$ cat src/rtl/tcap_pkg.sv
package tcap_pkg;

  typedef enum logic [1:0] {
    MD_DUAL_TMR  = 2'd0,
    MD_TMR_EVT   = 2'd1,
    MD_WIDE_TMR  = 2'd2,
    MD_WIDE_EVT  = 2'd3
  } tcap_mode_e;

  localparam logic [1:0] ADR_CTRL   = 2'd0;
  localparam logic [1:0] ADR_RELOAD = 2'd1;
  localparam logic [1:0] ADR_MLO    = 2'd2;
  localparam logic [1:0] ADR_MHI    = 2'd3;

  localparam int CTRL_RUN_BIT = 0;
  localparam int CTRL_MODE_LSB = 1;

endpackage

$ cat src/rtl/tcap_cfg.sv
module tcap_cfg import tcap_pkg::*; #(
  parameter int HALF_W = 8
) (
  input  logic              clk,
  input  logic              rst_n,
  input  logic              wr_en,
  input  logic [1:0]        wr_addr,
  input  logic [HALF_W-1:0] wr_data,
  output logic              run,
  output tcap_mode_e        mode,
  output logic [HALF_W-1:0] reload,
  output logic [HALF_W-1:0] match_lo,
  output logic [HALF_W-1:0] match_hi,
  output logic              ctrl_wr
);

  logic              run_d, run_q;
  tcap_mode_e        mode_d, mode_q;
  logic [HALF_W-1:0] rel_d, rel_q;
  logic [HALF_W-1:0] mlo_d, mlo_q;
  logic [HALF_W-1:0] mhi_d, mhi_q;

  assign ctrl_wr = wr_en && (wr_addr == ADR_CTRL);

  always_comb begin
    run_d  = run_q;
    mode_d = mode_q;
    rel_d  = rel_q;
    mlo_d  = mlo_q;
    mhi_d  = mhi_q;
    if (wr_en) begin
      unique case (wr_addr)
        ADR_CTRL: begin
          run_d  = wr_data[CTRL_RUN_BIT];
          mode_d = tcap_mode_e'(wr_data[CTRL_MODE_LSB +: 2]);
        end
        ADR_RELOAD: rel_d = wr_data;
        ADR_MLO:    mlo_d = wr_data;
        default:    mhi_d = wr_data;
      endcase
    end
  end

  always_ff @(posedge clk or negedge rst_n) begin
    if (!rst_n) begin
      run_q  <= 1'b0;
      mode_q <= MD_DUAL_TMR;
      rel_q  <= '0;
      mlo_q  <= '0;
      mhi_q  <= '0;
    end else if (wr_en) begin
      run_q  <= run_d;
      mode_q <= mode_d;
      rel_q  <= rel_d;
      mlo_q  <= mlo_d;
      mhi_q  <= mhi_d;
    end
  end

  assign run      = run_q;
  assign mode     = mode_q;
  assign reload   = rel_q;
  assign match_lo = mlo_q;
  assign match_hi = mhi_q;

endmodule

$ cat src/rtl/tcap_edge.sv
module tcap_edge #(
  parameter int STAGES = 2
) (
  input  logic clk,
  input  logic rst_n,
  input  logic din,
  output logic rise
);

  logic [STAGES:0] sh_d, sh_q;

  always_comb begin
    sh_d = {sh_q[STAGES-1:0], din};
  end

  always_ff @(posedge clk or negedge rst_n) begin
    if (!rst_n) sh_q <= '0;
    else        sh_q <= sh_d;
  end

  assign rise = sh_q[STAGES-1] & ~sh_q[STAGES];

endmodule

$ cat src/rtl/tcap_prescale.sv
module tcap_prescale #(
  parameter int PRE_W = 8
) (
  input  logic             clk,
  input  logic             rst_n,
  input  logic             adv,
  input  logic             restart,
  input  logic [PRE_W-1:0] reload,
  output logic             tick
);

  logic [PRE_W-1:0] pre_d, pre_q;

  always_comb begin
    tick  = adv && (pre_q == '0);
    pre_d = pre_q;
    if (restart)   pre_d = reload;
    else if (tick) pre_d = reload;
    else if (adv)  pre_d = pre_q - 1'b1;
  end

  always_ff @(posedge clk or negedge rst_n) begin
    if (!rst_n) pre_q <= '0;
    else        pre_q <= pre_d;
  end

endmodule

$ cat src/rtl/tcap_count.sv
module tcap_count import tcap_pkg::*; #(
  parameter int HALF_W = 8
) (
  input  logic                clk,
  input  logic                rst_n,
  input  tcap_mode_e          mode,
  input  logic                adv,
  input  logic                clr,
  input  logic                pre_tick,
  input  logic                evt_tick,
  input  logic [HALF_W-1:0]   match_lo,
  input  logic [HALF_W-1:0]   match_hi,
  output logic [2*HALF_W-1:0] cnt,
  output logic                flag_lo,
  output logic                flag_hi
);

  localparam int FULL_W = 2 * HALF_W;

  logic [HALF_W-1:0] lo_d, lo_q, hi_d, hi_q;
  logic              flo_d, flo_q, fhi_d, fhi_q;
  logic              joined, lo_evt_src, hi_evt_src;
  logic              tick_lo, tick_hi;
  logic              lo_hit, hi_hit;
  logic [FULL_W-1:0] wide_inc;

  assign joined     = mode[1];
  assign lo_evt_src = (mode == MD_WIDE_EVT);
  assign hi_evt_src = (mode == MD_WIDE_EVT) || (mode == MD_TMR_EVT);
  assign tick_lo    = adv && (lo_evt_src ? evt_tick : pre_tick);
  assign tick_hi    = adv && (hi_evt_src ? evt_tick : pre_tick);
  assign lo_hit     = (lo_q == match_lo);
  assign hi_hit     = (hi_q == match_hi);
  assign wide_inc   = {hi_q, lo_q} + 1'b1;

  always_comb begin
    lo_d  = lo_q;
    hi_d  = hi_q;
    flo_d = 1'b0;
    fhi_d = 1'b0;
    if (clr) begin
      lo_d = '0;
      hi_d = '0;
    end else if (joined) begin
      if (tick_lo) begin
        if (lo_hit && hi_hit) begin
          lo_d  = '0;
          hi_d  = '0;
          fhi_d = 1'b1;
        end else begin
          {hi_d, lo_d} = wide_inc;
        end
      end
    end else begin
      if (tick_lo) begin
        lo_d  = lo_hit ? '0 : lo_q + 1'b1;
        flo_d = lo_hit;
      end
      if (tick_hi) begin
        hi_d  = hi_hit ? '0 : hi_q + 1'b1;
        fhi_d = hi_hit;
      end
    end
  end

  always_ff @(posedge clk or negedge rst_n) begin
    if (!rst_n) begin
      lo_q  <= '0;
      hi_q  <= '0;
      flo_q <= 1'b0;
      fhi_q <= 1'b0;
    end else begin
      lo_q  <= lo_d;
      hi_q  <= hi_d;
      flo_q <= flo_d;
      fhi_q <= fhi_d;
    end
  end

  assign cnt     = {hi_q, lo_q};
  assign flag_lo = flo_q;
  assign flag_hi = fhi_q;

endmodule

$ cat src/rtl/tcap_capture.sv
module tcap_capture #(
  parameter int HALF_W = 8
) (
  input  logic                clk,
  input  logic                rst_n,
  input  logic                joined,
  input  logic                stb_lo,
  input  logic                stb_hi,
  input  logic [2*HALF_W-1:0] cnt,
  output logic [2*HALF_W-1:0] cap
);

  logic [HALF_W-1:0] clo_d, clo_q, chi_d, chi_q;
  logic              take_lo, take_hi;

  assign take_lo = stb_lo;
  assign take_hi = joined ? stb_lo : stb_hi;

  always_comb begin
    clo_d = clo_q;
    chi_d = chi_q;
    if (take_lo) clo_d = cnt[HALF_W-1:0];
    if (take_hi) chi_d = cnt[2*HALF_W-1:HALF_W];
  end

  always_ff @(posedge clk or negedge rst_n) begin
    if (!rst_n) begin
      clo_q <= '0;
      chi_q <= '0;
    end else begin
      if (take_lo) clo_q <= clo_d;
      if (take_hi) chi_q <= chi_d;
    end
  end

  assign cap = {chi_q, clo_q};

endmodule

$ cat src/rtl/tcap_unit.sv
module tcap_unit import tcap_pkg::*; #(
  parameter int HALF_W      = 8,
  parameter int SYNC_STAGES = 2
) (
  input  logic                clk,
  input  logic                rst_n,
  input  logic                cnt_en,
  input  logic                evt_in,
  input  logic                cap_lo_in,
  input  logic                cap_hi_in,
  input  logic                wr_en,
  input  logic [1:0]          wr_addr,
  input  logic [HALF_W-1:0]   wr_data,
  output logic                flag_lo,
  output logic                flag_hi,
  output logic [2*HALF_W-1:0] cap_q
);

  localparam int FULL_W = 2 * HALF_W;
  localparam int N_PINS = 3;
  localparam int PIN_EVT = 0;
  localparam int PIN_CLO = 1;
  localparam int PIN_CHI = 2;

  logic              run_w, clr_w, adv_w, restart_w, pre_tick_w;
  tcap_mode_e        mode_w;
  logic [HALF_W-1:0] reload_w, mlo_w, mhi_w;
  logic [FULL_W-1:0] cnt_w;
  logic [N_PINS-1:0] pin_vec, rise_vec;
  logic              evt_rise_w, stb_lo_w, stb_hi_w;

  tcap_cfg #(.HALF_W(HALF_W)) u_cfg (
    .clk      (clk),
    .rst_n    (rst_n),
    .wr_en    (wr_en),
    .wr_addr  (wr_addr),
    .wr_data  (wr_data),
    .run      (run_w),
    .mode     (mode_w),
    .reload   (reload_w),
    .match_lo (mlo_w),
    .match_hi (mhi_w),
    .ctrl_wr  (clr_w)
  );

  assign pin_vec[PIN_EVT] = evt_in;
  assign pin_vec[PIN_CLO] = cap_lo_in;
  assign pin_vec[PIN_CHI] = cap_hi_in;

  for (genvar g = 0; g < N_PINS; g++) begin : g_sync
    tcap_edge #(.STAGES(SYNC_STAGES)) u_edge (
      .clk   (clk),
      .rst_n (rst_n),
      .din   (pin_vec[g]),
      .rise  (rise_vec[g])
    );
  end

  assign evt_rise_w = rise_vec[PIN_EVT];
  assign stb_lo_w   = rise_vec[PIN_CLO];
  assign stb_hi_w   = rise_vec[PIN_CHI];

  assign adv_w     = run_w && cnt_en;
  assign restart_w = clr_w || !run_w;

  tcap_prescale #(.PRE_W(HALF_W)) u_pre (
    .clk     (clk),
    .rst_n   (rst_n),
    .adv     (adv_w),
    .restart (restart_w),
    .reload  (reload_w),
    .tick    (pre_tick_w)
  );

  tcap_count #(.HALF_W(HALF_W)) u_cnt (
    .clk      (clk),
    .rst_n    (rst_n),
    .mode     (mode_w),
    .adv      (adv_w),
    .clr      (clr_w),
    .pre_tick (pre_tick_w),
    .evt_tick (evt_rise_w),
    .match_lo (mlo_w),
    .match_hi (mhi_w),
    .cnt      (cnt_w),
    .flag_lo  (flag_lo),
    .flag_hi  (flag_hi)
  );

  tcap_capture #(.HALF_W(HALF_W)) u_cap (
    .clk    (clk),
    .rst_n  (rst_n),
    .joined (mode_w[1]),
    .stb_lo (stb_lo_w),
    .stb_hi (stb_hi_w),
    .cnt    (cnt_w),
    .cap    (cap_q)
  );

endmodule

$ cat config.mk
export PLATFORM = sky130hd
export DESIGN_NAME = tcap_unit
export DESIGN_NICKNAME = d
export VERILOG_FILES = /design/src/rtl/tcap_pkg.sv /design/src/rtl/tcap_cfg.sv /design/src/rtl/tcap_edge.sv /design/src/rtl/tcap_prescale.sv /design/src/rtl/tcap_count.sv /design/src/rtl/tcap_capture.sv /design/src/rtl/tcap_unit.sv
export SDC_FILE = /design/constraint.sdc
export NUM_CORES = 1
export LEC_CHECK = 0
export BUFFER_PORTS_ARGS = -buffer_cell sky130_fd_sc_hd__buf_2
export CAP_MARGIN = 10
export CORE_ASPECT_RATIO = 1.25
export CORE_MARGIN = 1.5
export CORE_UTILIZATION = 46
export CTS_CLUSTER_DIAMETER = 50
export DETAILED_ROUTE_END_ITERATION = 6
export SLEW_MARGIN = 15
export SYNTH_ARGS = -nofsm -noshare
export SYNTH_HDL_FRONTEND = slang
export SYNTH_SLANG_ARGS = --single-unit
$ cat constraint.sdc
create_clock -name clk -period 4.65 [get_ports clk]
set_input_delay 0.2325 -clock clk [delete_from_list [all_inputs] [get_ports clk]]
set_output_delay 0.2325 -clock clk [all_outputs]
set_load 0.005 [all_outputs]
; ---- After elaboration in Yosys (flattened, before gate mapping)
; Index checks and enable logic that the tools add are counted.
; Widths: inputs -> output; s select.
[classes]
muxes = 26
bitwise_logic = 7
addsub = 4
n_eq_ne = 7
n_div = 0
order_cmp = 0
reduce_logical = 20
n_mul = 0
shifts = 0
[op_table]
columns = operator, count
row1 = $mux 8, 15
row2 = $add 16x1->16 const B, 1
row3 = $add 8x1->8 const B, 2
row4 = $eq 8x8->1, 2
row5 = $mux 1, 11
row6 = $reduce_and 2->1, 5
row7 = $logic_not 8->1, 1
row8 = $sub 8x1->8 const B, 1
row9 = $logic_and 1x1->1, 6
row10 = $reduce_bool 3->1, 2
row11 = $eq 2x1->1 const B, 2
row12 = $eq 2x2->1 const B, 2
row13 = $not 1->1, 4
row14 = $and 1x1->1, 3
row15 = $ne 3x2->1 const B, 1
row16 = $reduce_or 3->1, 1
row17 = $logic_not 2->1, 1
row18 = $logic_or 1x1->1, 2
row19 = $reduce_bool 2->1, 1
row20 = $logic_not 1->1, 1
[word_totals]
mem_count = 0
ramBits = 0
elab_cells = 79
out_inout_bits = 18
rom_bits = 0
register_bits = 78
latch_bits = 0

; ---- Longest topological paths before layout
[depth]
word_depth = 7
depth_mapped = 8
ltp_nobuf = 8

; ---- Modules after synthesis
; Synthesis repeated with hierarchy kept, for this count alone.
[unflattened]
hier_cells = 322
hier_area_um2 = 3907.5
[modules_own_cells]
columns = mod, area_each_um2, n_inst, cells_each
row1 = tcap_count, 1416.4, 1, 152
row2 = tcap_cfg, 1031.0, 1, 58
row3 = tcap_capture, 614.3, 1, 34
row4 = tcap_prescale, 566.8, 1, 64
row5 = tcap_edge, 88.8, 3, 4
row6 = tcap_unit, 12.5, 1, 2

; ---- Worst setup path after synthesis
; No wires, ideal clock.
[synth_path]
path_kind = register to register
from = register u_pre.pre_q[4]
to = register u_cnt.lo_q[2]
stages_incl_launch_ff = 7
n_path_buf = 0
setup_ns = 0.121
arrival_time_ns = 1.823
t_required_ns = 4.529
path_slack_ns = 2.706
path_cell_list = dfrtp_1 -> or4_4 -> nor3b_1 -> o21a_1 -> nor2_2 -> a21o_1 -> a22o_1
[synth_between]
elab_chain_cells = 5
[synth_lines]
columns = element, line_no
row1 = from (decl), tcap_prescale.sv:12  ; logic [PRE_W-1:0] pre_d, pre_q;
row2 = from (signal assigned), tcap_prescale.sv:24  ; else pre_q <= pre_d;
row3 = $logic_not 8->1, tcap_prescale.sv:15  ; tick = adv && (pre_q == '0);
row4 = $logic_and 1x1->1, tcap_prescale.sv:15
row5 = $mux 1, tcap_count.sv:30  ; assign tick_lo = adv && (lo_evt_src ? evt_tick : pre_tick);
row6 = $logic_and 1x1->1, tcap_count.sv:30
row7 = $reduce_bool 2->1 (no line), --
row8 = to (signal assigned), tcap_count.sv:73  ; lo_q <= lo_d;
row9 = to (decl), tcap_count.sv:20  ; logic [HALF_W-1:0] lo_d, lo_q, hi_d, hi_q;
; Every way passes these cells.
; A chain may end at the register's enable or synchronous reset.

; ---- Worst setup path in the final report
[layout_path]
from = register u_pre.pre_q[4]
to = register u_cnt.fhi_q (netlist: u_cnt.flag_hi)
[layout_between]
elab_chain_cells = 7
elab_cells_between_ends = 10
classes_between = mux: 6 / reduce/logical: 4
[layout_lines]
columns = element, line_no
row1 = $logic_not 8->1 *, tcap_prescale.sv:15
row2 = $logic_and 1x1->1 *, tcap_prescale.sv:15
row3 = $mux 1 (on tied branches), "tcap_count.sv:31, tcap_count.sv:30"
row4 = $logic_and 1x1->1 (on tied branches), "tcap_count.sv:31, tcap_count.sv:30"
row5 = $mux 1 (on tied branches), "tcap_count.sv:59, tcap_count.sv:45"
row6 = $mux 1 *, tcap_count.sv:44  ; end else if (joined) begin
row7 = $mux 1 *, tcap_count.sv:41  ; if (clr) begin
row8 = net u_cnt.fhi_d, tcap_count.sv:21  ; logic flo_d, flo_q, fhi_d, fhi_q;
row9 = to (signal assigned), tcap_count.sv:76  ; fhi_q <= fhi_d;
row10 = to (decl), tcap_count.sv:21
; The timed path passes the listed nets; every way through them passes the cells marked *.

==> reports/metrics.csv <==
metric,value,unit
status,completed,
FP Rows,36,
Cell variety after synth,50,
CTS Buffer Depth,2,
synth warn,0,
vias in the first global route,2602,
Max H-tree Level,3,
Final ANT Viol Nets,0,
Yosys reg bits,78,
RSZ-0062 raised after global routing,false,
final hold viol count,0,
I/O Buffers,34,
Layout Nets,392,
HPWL after detailed placement,5560,µm
vias after detailed routing,2671,
die width,83.7,µm
Gate power share,23.8,%
DRC,0,
CTS Sinks,78,
Hold WS,0.0267,ns
number of flops mapped to enable cells by yosys,0,
setup TNS,0,ns
Slew HR,25.0,%
"slowest stage delay, CP",0.61,ns
Via density,5.67,
max cap viols,0,
Final Skew,0.0155,ns
core area,0.00784,mm²
CTS tree,done,
GPL Wtd Cong,0.810,
Pre-Repair DR Iteration Count,6,
CTS buffer count,9,
initial antenna violation count,0,
min-delay worst type,input port to asynchronous set/reset pin,
pwr dens,432,mW/mm²
ys async rst share,100,%
Crit. End Element,flop,
Mapped Area,0.00374,mm²
Seq pwr share,51.7,%
setup bufs post-CTS,0,
static leakage,1.83,nW
"Area growth, synth to finish",11.8,%
minimum clock period,2.31,ns
slowest CP cell,or4_4,
Mapped Cells,334,
Post-Route WL,7870,µm
Pins Over Slew Limit,0,
Worst-Margin Slew,1.12,ns
syn_area_per_cell,11.2,µm²
"Seq/Total Area, Yosys",52.1,%
Max VDD drop,0.233,mV
Worst EP arrival,2.52,ns
clock share of power,24.5,%
Root Driver,clkbuf_8,
WS Path Type,flop to flop,
dominant synthesized flop cell,dfrtp_1,
Worst Path Buf+Inv,0,
"CTS clk-pin slew, worst paths",0.09,ns
Starting Density,47.8,%
largest fanout on the critical path,6,
worst skew pair latency,0.35,ns
final setup fails,0,
layout cell share with drive strength beyond 1,26.1,%
"Net Count, Synth",355,
antenna cells,0,
die area,0.00869,mm²
initial drt markers,118,
largest net degree at the start of global routing,79,
"most common cell after layout, fill and taps aside",dfrtp_1,
"delay-heaviest family, CP",simple AND/OR/NAND/NOR gates,
"Critical Path, Cell by Cell",or4_4 -> nor3b_1 -> o21a_1 -> nand2_1 -> a2bb2oi_1 -> nor4_1,
io pins,35,
GR Util All Layers,19.4,%
"Remaining Overflow, GRT",0,
average wire per standard cell,16.7,µm
fmax,0.434,GHz
Die Y,104,µm
sw frac,32.9,%
Final Cycle Share,49.6,%
switching pwr,0.595,mW
most frequent cells in the layout,"dfrtp_1, mux2_2, buf_2",
Critical Path RT,4.86,ns
CP startpoint kind,flop,
P_int,1.22,mW
first-pass GRT wire length,13300,µm
## cell families after synthesis
group | share of synthesized area [%]
adder cells (fa/ha/maj) | 1.34
XOR/XNOR | 3.98
multiplexers | 12.6
buffers and inverters | 2.21
AND/OR/NAND/NOR | 14.2
flip-flops | 52.1
AO/OA/AOI/OAI | 13.5
## repair_timing
item	in CTS	in global routing
setup endpoints to repair	0	0
gates resized for setup	0	0
endpoints found under the hold margin	3	0
hold buffers	3	0
## metrics by stage
step	power, mW	cell area, µm²	util, %	std cells	setup slack (ns)
floorplan	1.24	3740	-	334	2.71
global placement	1.37	3990	50.9	452	2.38
detailed placement	1.38	3990	50.9	452	2.41
CTS	1.82	4190	53.4	471	2.38
global route	1.93	4190	53.4	471	2.14
finish	1.81	4190	53.4	471	2.34
## power groups by stage
stage,Combinational (mW),Sequential (mW),Clock [mW]
CTS,0.435,0.934,0.455
floorplan,0.333,0.903,0
global route,0.484,0.956,0.487
global placement,0.423,0.948,0
detailed placement,0.428,0.948,0
finish,0.431,0.936,0.443
## layer usage
layer | routed length (µm) | vias up | global-route usage, %
met4 | 127 | 0 | 7.26
met1 | 3650 | 1302 | 26.8
met5 | 0 | - | 0
met2 | 3800 | 61 | 30.5
met3 | 295 | 11 | 3.41
li1 | - | 1297 | -
## flip-flops by register name, indices dropped and copies added, names as in the netlist
name,count
u_cfg.reload,8
u_cfg.mode,2
u_cfg.run,1
u_cnt.flag_hi,1
u_cap.clo_q,8
g_sync.u_edge.sh_q,9
u_cfg.match_lo,8
u_cnt.lo_q,8
u_cfg.match_hi,8
u_cnt.flag_lo,1
u_pre.pre_q,8
u_cap.chi_q,8
u_cnt.hi_q,8
## area by class of cell
type	count	area, µm²
Clock buffer	11	131
Multi-Input combinational cell	236	1710
Timing Repair Buffer	38	210
Clock inverter	5	33.8
Sequential cell	78	1950
Tap cell	95	119
Fill cell	727	3650
Inverter	8	30.0
## synth_stat cells, types with 2 or more instances
| library cell | count | area share, % |
|---|---|---|
| nor2_2 | 2 | 0.33 |
| nor2_1 | 22 | 2.2 |
| nand3_1 | 10 | 1.3 |
| dfrtp_1 | 78 | 52 |
| a21o_1 | 8 | 1.6 |
| a2bb2oi_1 | 7 | 1.6 |
| nor3b_1 | 2 | 0.40 |
| clkbuf_1 | 6 | 0.60 |
| and4_1 | 2 | 0.47 |
| nand3b_1 | 3 | 0.60 |
| a21oi_1 | 14 | 1.9 |
| ha_1 | 4 | 1.3 |
| inv_1 | 8 | 0.80 |
| xnor2_1 | 16 | 3.7 |
| or3b_1 | 2 | 0.47 |
| nor3_1 | 5 | 0.67 |
| o21ai_1 | 2 | 0.27 |
| o22a_1 | 2 | 0.47 |
| o21ai_0 | 14 | 1.9 |
| nand2_1 | 28 | 2.8 |
| a31oi_1 | 3 | 0.50 |
| o211ai_1 | 4 | 0.80 |
| mux2_2 | 41 | 12 |
| clkbuf_2 | 2 | 0.27 |
| nand4_1 | 12 | 2.0 |
| buf_2 | 4 | 0.53 |
| o21a_1 | 2 | 0.40 |
| a22o_1 | 6 | 1.4 |
| nand2b_1 | 4 | 0.67 |
## path summary, 6_finish.rpt
| check | startpoint | endpoint | slack [ns] | depth (start not counted) |
|---|---|---|---|---|
| setup / recovery | u_pre.pre_q[4] | u_cnt.flag_hi | 2.34 | 6 |
| hold / removal | rst_n | u_pre.pre_q[4] | 0.03 | 1 |
| setup reg to reg | u_pre.pre_q[4] | u_cnt.flag_hi | 2.34 | 6 |
| hold reg to reg | g_sync[1].u_edge.sh_q[0] | g_sync[1].u_edge.sh_q[1] | 0.35 | 0 |
| max in group asynchronous | rst_n | u_cnt.lo_q[3] | 3.95 | 1 |
| min in group clk | wr_data[6] | u_cfg.match_lo[6] | 0.17 | 2 |
## worst register-to-register path: stages, from the launching register on
cell	delay [ns]
dfrtp_1	0.45
or4_4	0.61
nor3b_1	0.20
o21a_1	0.25
nand2_1	0.13
a2bb2oi_1	0.15
nor4_1	0.37
Note: power is estimated with default switching activity, not from simulation.
